File: src/rtl/pinevt_pkg.sv
package pinevt_pkg;

  localparam int MODE_W = 3;

  typedef enum logic [MODE_W-1:0] {
    MD_OFF    = 3'b000,
    MD_RISE   = 3'b001,
    MD_FALL   = 3'b010,
    MD_CHANGE = 3'b011,
    MD_LOW_A  = 3'b100,
    MD_LOW_B  = 3'b101,
    MD_HIGH_A = 3'b110,
    MD_HIGH_B = 3'b111
  } evt_mode_e;

  // Level modes are those with the top mode bit set.
  function automatic logic mode_is_level(input logic [MODE_W-1:0] m);
    return m[MODE_W-1];
  endfunction

endpackage

File: src/rtl/pinevt_sync.sv
module pinevt_sync #(
  parameter int WIDTH  = 64,
  parameter int STAGES = 2
) (
  input  logic             clk,
  input  logic             rst,
  input  logic [WIDTH-1:0] d_async,
  output logic [WIDTH-1:0] q_sync
);

  logic [WIDTH-1:0] chain [STAGES];

  genvar s;
  generate
    for (s = 0; s < STAGES; s++) begin : g_stage
      if (s == 0) begin : g_first
        always_ff @(posedge clk) begin
          if (rst) chain[s] <= '0;
          else     chain[s] <= d_async;
        end
      end else begin : g_next
        always_ff @(posedge clk) begin
          if (rst) chain[s] <= '0;
          else     chain[s] <= chain[s-1];
        end
      end
    end
  endgenerate

  assign q_sync = chain[STAGES-1];

endmodule

File: src/rtl/pinevt_pick.sv
module pinevt_pick #(
  parameter int NUM_PINS = 64,
  parameter int IDX_W    = $clog2(NUM_PINS)
) (
  input  logic [NUM_PINS-1:0] bits,
  input  logic [IDX_W-1:0]    idx,
  output logic                bit_out
);

  localparam int PADDED = 1 << IDX_W;

  logic [PADDED-1:0] padded;

  generate
    if (PADDED > NUM_PINS) begin : g_pad
      assign padded = {{(PADDED-NUM_PINS){1'b0}}, bits};
    end else begin : g_exact
      assign padded = bits;
    end
  endgenerate

  assign bit_out = padded[idx];

endmodule

File: src/rtl/pinevt_cond.sv
module pinevt_cond
  import pinevt_pkg::*;
(
  input  logic [MODE_W-1:0] mode,
  input  logic              cur,
  input  logic              prev,
  output logic              hit
);

  always_comb begin
    case (evt_mode_e'(mode))
      MD_RISE:             hit = cur & ~prev;
      MD_FALL:             hit = ~cur & prev;
      MD_CHANGE:           hit = cur ^ prev;
      MD_LOW_A, MD_LOW_B:   hit = ~cur;
      MD_HIGH_A, MD_HIGH_B: hit = cur;
      default:             hit = 1'b0;
    endcase
  end

endmodule

File: src/rtl/pinevt_flag.sv
module pinevt_flag (
  input  logic clk,
  input  logic rst,
  input  logic clr_cfg,
  input  logic hit,
  input  logic ack,
  output logic flag
);

  // Priority: selector write, then event, then acknowledge.
  always_ff @(posedge clk) begin
    if (rst)          flag <= 1'b0;
    else if (clr_cfg) flag <= 1'b0;
    else if (hit)     flag <= 1'b1;
    else if (ack)     flag <= 1'b0;
  end

endmodule

File: src/rtl/pinevt_trigger.sv
module pinevt_trigger
  import pinevt_pkg::*;
#(
  parameter int NUM_PINS    = 64,
  parameter int SYNC_STAGES = 2,
  parameter int IDX_W       = $clog2(NUM_PINS),
  parameter int SEL_W       = MODE_W + IDX_W
) (
  input  logic                clk,
  input  logic                rst,
  input  logic [NUM_PINS-1:0] pins_in,
  input  logic                cfg_we,
  input  logic [SEL_W-1:0]    cfg_sel,
  input  logic                ack,
  output logic                evt_pending
);

  logic [NUM_PINS-1:0] pins_s;
  logic [SEL_W-1:0]    sel_q;
  logic                cur_bit;
  logic                new_bit;
  logic                prev_q;
  logic                hit;

  pinevt_sync #(.WIDTH(NUM_PINS), .STAGES(SYNC_STAGES)) u_sync (
    .clk     (clk),
    .rst     (rst),
    .d_async (pins_in),
    .q_sync  (pins_s)
  );

  // Sample of the currently selected pin.
  pinevt_pick #(.NUM_PINS(NUM_PINS), .IDX_W(IDX_W)) u_pick_cur (
    .bits    (pins_s),
    .idx     (sel_q[IDX_W-1:0]),
    .bit_out (cur_bit)
  );

  // Sample of the pin being selected by a write in progress.
  pinevt_pick #(.NUM_PINS(NUM_PINS), .IDX_W(IDX_W)) u_pick_new (
    .bits    (pins_s),
    .idx     (cfg_sel[IDX_W-1:0]),
    .bit_out (new_bit)
  );

  always_ff @(posedge clk) begin
    if (rst) begin
      sel_q  <= '0;
      prev_q <= 1'b0;
    end else if (cfg_we) begin
      sel_q  <= cfg_sel;
      prev_q <= new_bit;
    end else begin
      prev_q <= cur_bit;
    end
  end

  pinevt_cond u_cond (
    .mode (sel_q[SEL_W-1 -: MODE_W]),
    .cur  (cur_bit),
    .prev (prev_q),
    .hit  (hit)
  );

  pinevt_flag u_flag (
    .clk     (clk),
    .rst     (rst),
    .clr_cfg (cfg_we),
    .hit     (hit),
    .ack     (ack),
    .flag    (evt_pending)
  );

endmodule

File: config.mk
export PLATFORM = sky130hd
export DESIGN_NAME = pinevt_trigger
export DESIGN_NICKNAME = d
export VERILOG_FILES = /design/src/rtl/pinevt_pkg.sv /design/src/rtl/pinevt_sync.sv /design/src/rtl/pinevt_pick.sv /design/src/rtl/pinevt_cond.sv /design/src/rtl/pinevt_flag.sv /design/src/rtl/pinevt_trigger.sv
export SDC_FILE = /design/constraint.sdc
export NUM_CORES = 1
export LEC_CHECK = 0
export BUFFER_PORTS_ARGS = -buffer_cell sky130_fd_sc_hd__buf_4
export CORE_ASPECT_RATIO = 0.9
export CORE_MARGIN = 3
export CORE_UTILIZATION = 40
export DETAILED_ROUTE_END_ITERATION = 7
export MAX_ROUTING_LAYER = met4
export PLACE_DENSITY = 0.71
export SLEW_MARGIN = 20
export SYNTH_ARGS = -nofsm -noshare
export SYNTH_HDL_FRONTEND = slang
export SYNTH_SLANG_ARGS = --single-unit
File: constraint.sdc
create_clock -name clk -period 3.1 [get_ports clk]
set_input_delay 0.31 -clock clk [delete_from_list [all_inputs] [get_ports clk]]
set_output_delay 0.31 -clock clk [all_outputs]
set_load 0.02 [all_outputs]
### Word-level counts from Yosys, hierarchy flattened

Memories as Yosys holds them, arrays and structs flattened.
Cells that the tools add are included.
Widths: inputs -> output; s select.

| storage, ports and cells | value |
|---|---|
| flip-flop bits (word level) | 11 |
| bits in writable memories | 128 |
| bits of input ports | 77 |
| memories kept | 1 |

Memories:

| memory | depth | bits a word | read ports | clocked after Yosys merged registers in | write ports | RTL line | text |
|---|---|---|---|---|---|---|---|
| u_sync.chain | 2 | 64 | 2 | 0 | 2 | pinevt_sync.sv:11 | `logic [WIDTH-1:0] chain [STAGES];` |

| cells by class | value |
|---|---|
| magnitude comparators | 2 |
| equality and inequality tests | 7 |
| muxes and demuxes | 13 |
| bitwise operators | 7 |
| reductions and logical operators | 4 |

Operators with widths:

| cell | number |
|---|---|
| $mux 64 | 2 |
| $lt 6x7->1 const B | 2 |
| $bmux 1 s6 | 2 |
| $eq 3x3->1 const B | 4 |
| $mux 1 | 8 |
| $eq 3x2->1 const B | 2 |
| $reduce_or 2->1 | 3 |
| $pmux 1 s5 | 1 |
| $eq 3x1->1 const B | 1 |
| $and 1x1->1 | 2 |
| $not 1->1 | 2 |
| $or 1x1->1 | 2 |
| $reduce_bool 2->1 | 1 |
| $xor 1x1->1 | 1 |

### Depth between registers and ports, before layout

| depth | value |
|---|---|
| depth in word-level cells | 6 |
| depth in mapped cells | 15 |

### Hierarchy

A second synthesis with hierarchy kept.

| unflattened totals | value |
|---|---|
| cells, all modules | 441 |
| area total of the unflattened synthesis | 5148.7 µm² |

Modules (own cells, without submodules):

| module | instances | cells an instance | area each (µm²) |
|---|---|---|---|
| pinevt_sync | 1 | 270 | 3464.6 |
| pinevt_pick | 2 | 62 | 600.6 |
| pinevt_trigger | 1 | 32 | 352.8 |
| pinevt_cond | 1 | 11 | 85.1 |
| pinevt_flag | 1 | 4 | 45.0 |

### Worst setup path after synthesis

OpenSTA, ideal clock, no wires.

| timing | value |
|---|---|
| path kind | register -> register |
| start | reg sel_q[0] |
| end | reg u_flag.flag |
| setup time | 0.126 ns |
| arrival | 2.586 ns |
| required time | 2.974 ns |
| setup slack | 0.388 ns |
| stages on the path, launching flop included | 14 |
| clock period less this slack | 2.712 ns |
| path through | dfxtp_1 buf_6 mux4_1 mux4_2 nand2b_1 o211a_1 nor2_1 inv_1 ha_1 mux2i_1 a21oi_1 o22ai_1 nand2_1 o211ai_2 |

| on the way | value |
|---|---|
| cells in the longest elaborated chain, start to end | 6 |

RTL lines:

| element | RTL line | text |
|---|---|---|
| from (decl) | pinevt_trigger.sv:19 | `logic [SEL_W-1:0] sel_q;` |
| from (signal assigned) | pinevt_trigger.sv:51 | `sel_q <= cfg_sel;` |
| $bmux 1 s6 (*) | pinevt_pick.sv:22 | `assign bit_out = padded[idx];` |
| $mux 1 (implied by the code) (*) | pinevt_pick.sv:22 |  |
| $not 1->1 | pinevt_cond.sv:13, pinevt_cond.sv:15 |  |
| $and 1x1->1 | pinevt_cond.sv:13 | `MD_FALL: hit = ~cur & prev;` |
| $pmux 1 s5 (*) | pinevt_cond.sv:11 | `case (evt_mode_e'(mode))` |
| $mux 1 / $reduce_bool 2->1 (equally long branches) | n/a |  |
| to (signal assigned) | pinevt_flag.sv:13 | `else if (clr_cfg) flag <= 1'b0;` |
| to (signal assigned) | pinevt_flag.sv:14 | `else if (hit) flag <= 1'b1;` |
| to (signal assigned) | pinevt_flag.sv:15 | `else if (ack) flag <= 1'b0;` |
| to (decl) | pinevt_flag.sv:7 | `output logic flag` |

Mark *: on every way between the ends. The rest lies on a longest branch, timed or not. The select of a mux whose other input is x is not followed.
A chain may end at the register's enable or synchronous reset.

### Worst setup path after layout

Ends and elaborated chain as after synthesis.

==> impl_metrics.csv <==
group,metric,value,unit
floorplanning,start_util,41.1,%
worst_setup_path,cp.arrival,3260,ps
finish,n_antenna_cell,0,
sta,fin_skew,7.40,ps
synth,synth_fp_nets,477,
placed_design,portBuffers,77,
synth,yosysTopAreaCell,"dfxtp_1",
worst_setup_path,cp.required,3430,ps
clock_tree,cts_tree,"done",
synth,synthTopCellsByCount,"dfxtp_1 (139), nor2b_1 (131), mux4_2 (28)",
floorplanning,chipWidth,124,um
floorplanning,core_area,0.0121,mm2
pwr,power_leakage,0.00258,uW
clock_tree,h-tree-depth,4,
routing,drtIter0Drc,157,
global_routing,antenna_found_initial,0,
worst_setup_path,crit_buf_inv,2,
synth,syn_area_per_cell,12.5,um2
pwr,power.net_switching,934,uW
synth,yosys_register_bits,139,
outcome,status,"finished clean",
sta,relSlewSlack,48.2,%
sta,rsz0062_at_grt,"false",
clock_tree,clk-insertion-delay-late,410,ps
finish,syn2layout_area_growth,26.9,%
worst_setup_path,r2r-start,"sel_q[0]",
global_routing,grt_max_degree,81,
synth,ys_seq_area_share,55.8,%
sta,timing.final.max_slew_violations,0,
clock_tree,path_clk_slew,60,ps
synth,synth_most_common_cell,"dfxtp_1",
global_routing,grt_pass1_vias,3197,
floorplanning,die_area,0.0138,mm2
pwr,total_power,4380,uW
clock_tree,clock_sinks,139,
finish,nets,550,
floorplanning,die_h,112,um
sta,worst_pin_slew,778,ps
worst_setup_path,critPathMaxFanout,11,
global_routing,gr-total-overflow,0,
floorplanning,ios,78,
routing,vias,3011,
clock_tree,cts_buffer_depth,2,
worst_setup_path,timing.rr.end,"u_flag.flag",
placed_design,dp_hpwl,6200,um
routing,final_antenna_net_count,0,
pwr,switching_share,21.3,%
synth,synth_ff_type,"dfxtp_1",
worst_setup_path,cp-startpoint,"sel_q[0]",
clock_tree,root_buffer,"clkbuf_16",
worst_setup_path,critPathTopFamily,"multiplexers",
hold_path,hold_path_class,"primary input to register",
routing,detail_route.wl_per_cell,14.3,um
pwr,power.share.clock,49.5,%
worst_setup_path,cp_slowest_cell,"mux4_1",
synth,yosys_warnings,0,
pwr,power_density,692,mW/mm2
worst_setup_path,reg2regPathDepth,13,
flow_run,maxCapViolCount,0,
placed_design,place.gp.congestion,0.807,
worst_setup_path,path_cells,"buf_4, mux4_1, mux2_2, o21ai_0, a221oi_1, nor2_2, inv_1, ha_1, mux2i_1, a21oi_1, o22ai_1, nand2_1, o211ai_2",
routing,vias_per_cell,4.68,
pwr,ir_drop,0.397,mV
global_routing,grt_pass1_wl,15200,um
global_routing,global_route.usage.total,14.7,%
worst_setup_path,crit_cells,13,
finish,drive_gt1_share,30.4,%
synth,yosysUniqueCellTypes,26,
worst_setup_path,crit_path_start_kind,"register",
clock_tree,cts_buffers,17,
pwr,pwr-share-comb,6.7,%
sta,final-setup-viol-count,0,
routing,firstDrtPassIters,4,
worst_setup_path,criticalPathCategory,"register to register",
sta,fin_crit_sh,94.5,%
worst_setup_path,endpoint,"u_flag.flag",
routing,drt_wl_total,9230,um
synth,yosysTopAreaCellShare,55.8,%
sta,fin_tns_setup,0,ps
synth,yosys-top-cells-area,"dfxtp_1 (56%), nor2b_1 (16%), mux4_2 (13%)",
sta,max_freq,341,MHz
pwr,p_seq_share,43.8,%
sta,post-route-min-period,2930,ps
worst_setup_path,rrSetupSlack,170,ps
worst_setup_path,cp_slowest_stage_delay,560,ps
pwr,p_int,3450,uW
routing,route.detailed.drc,0,
floorplanning,rows,38,
synth,synthArstFlopShare,0,%
worst_setup_path,worstSetupEndpointType,"register",
synth,synth.cell_area,0.00499,mm2
sta,hold_violations,0,
synth,netlist_instances,398,
clock_tree,post-cts-setup-buffer-count,0,
synth,synth-edff-count,0,
## power groups by stage
stage                     registers [uW]  clock network (uW)  logic, uW
after floorplan                     1930                   0        200
after global placement              1950                   0        288
after detailed placement            1950                   0        296
after CTS                           1920                2210        299
after global routing                1930                2280        327
final                               1920                2170        295
## flip-flops by register name, indices dropped and copies added (netlist names)
signal,flops
prev_q,1
sel_q,9
u_sync.chain,128
u_flag.flag,1
## logic make-up after synthesis
logic type | synth area share [%]
buffers and inverters | 2.71
muxes | 20.6
AOI/OAI and AO/OA | 1.73
and+or+nand+nor | 18.7
adders and majority gates | 0.502
DFF | 55.8
## worst register-to-register path: cells and delay by family (launching register included)
family,cells,cell delay [ps]
AO/OA/AOI/OAI,5,570
adder cells (fa/ha/maj),1,270
buffers and inverters,2,310
flip-flops,1,430
multiplexers,3,990
AND/OR/NAND/NOR,2,270
## stage by stage
step                hold slack, ps  worst slack [ps]  instance area [um2]  util [%]  std cells
global placement               431               195                 5680      46.8        612
detailed placement             421              3.74                 5680      46.8        612
global route                  94.4              19.9                 6330      52.2        644
finish                         105               172                 6330      52.2        644
CTS                           91.5               110                 6330      52.2        644
floorplan                      414               388                 4990         -        398
## worst min-delay path by stage
stage | startpoint | slack [ps] | to | cells after the start
final | pins_in[16] | 110 | u_sync.chain[0][16] | 2
after global routing | pins_in[20] | 90 | u_sync.chain[0][20] | 2
after CTS | pins_in[37] | 90 | u_sync.chain[0][37] | 2
after detailed placement | u_sync.chain[0][51] | 420 | u_sync.chain[1][51] | 1
after global placement | u_sync.chain[0][50] | 430 | u_sync.chain[1][50] | 1
after floorplan | u_sync.chain[0][0] | 410 | u_sync.chain[1][0] | 1
## repair_timing
| action | 4_1_cts | 5_1_grt |
|---|---|---|
| setup endpoints to repair | 1 | 1 |
| resized for setup | 1 | 1 |
| hold buffers | 0 | 0 |
## cells in the final DEF (no fill, tap or decap), types with 2 or more instances in the layout
master / count
a21oi_1: 3
buf_4: 81
bufinv_16: 4
clkbuf_16: 17
clkinvlp_4: 5
dfxtp_1: 138
ha_1: 2
inv_1: 4
inv_6: 2
inv_8: 3
mux2_2: 3
mux2i_1: 18
mux4_1: 7
mux4_2: 28
nand2_1: 6
nand2b_1: 2
nand3_1: 2
nor2_1: 13
nor2b_1: 131
o21ai_0: 4
## routing by layer
layer  vias up  track usage, %  wire, um
li1       1493               -         -
met1      1424            18.2      4250
met2        76            22.2      4300
met3        18            4.72       486
met4         0            6.20       184
met5         -               -         0
## cell type report
type,count,area [um2]
clock buffers,18,439
inverters,4,15.0
flip-flops and latches,139,2780
fillers,1062,5800
well taps,160,200
repair buffers,81,608
clock inverters,14,209
multi-input cells,228,2070
Power figures use the tool's default switching activity.
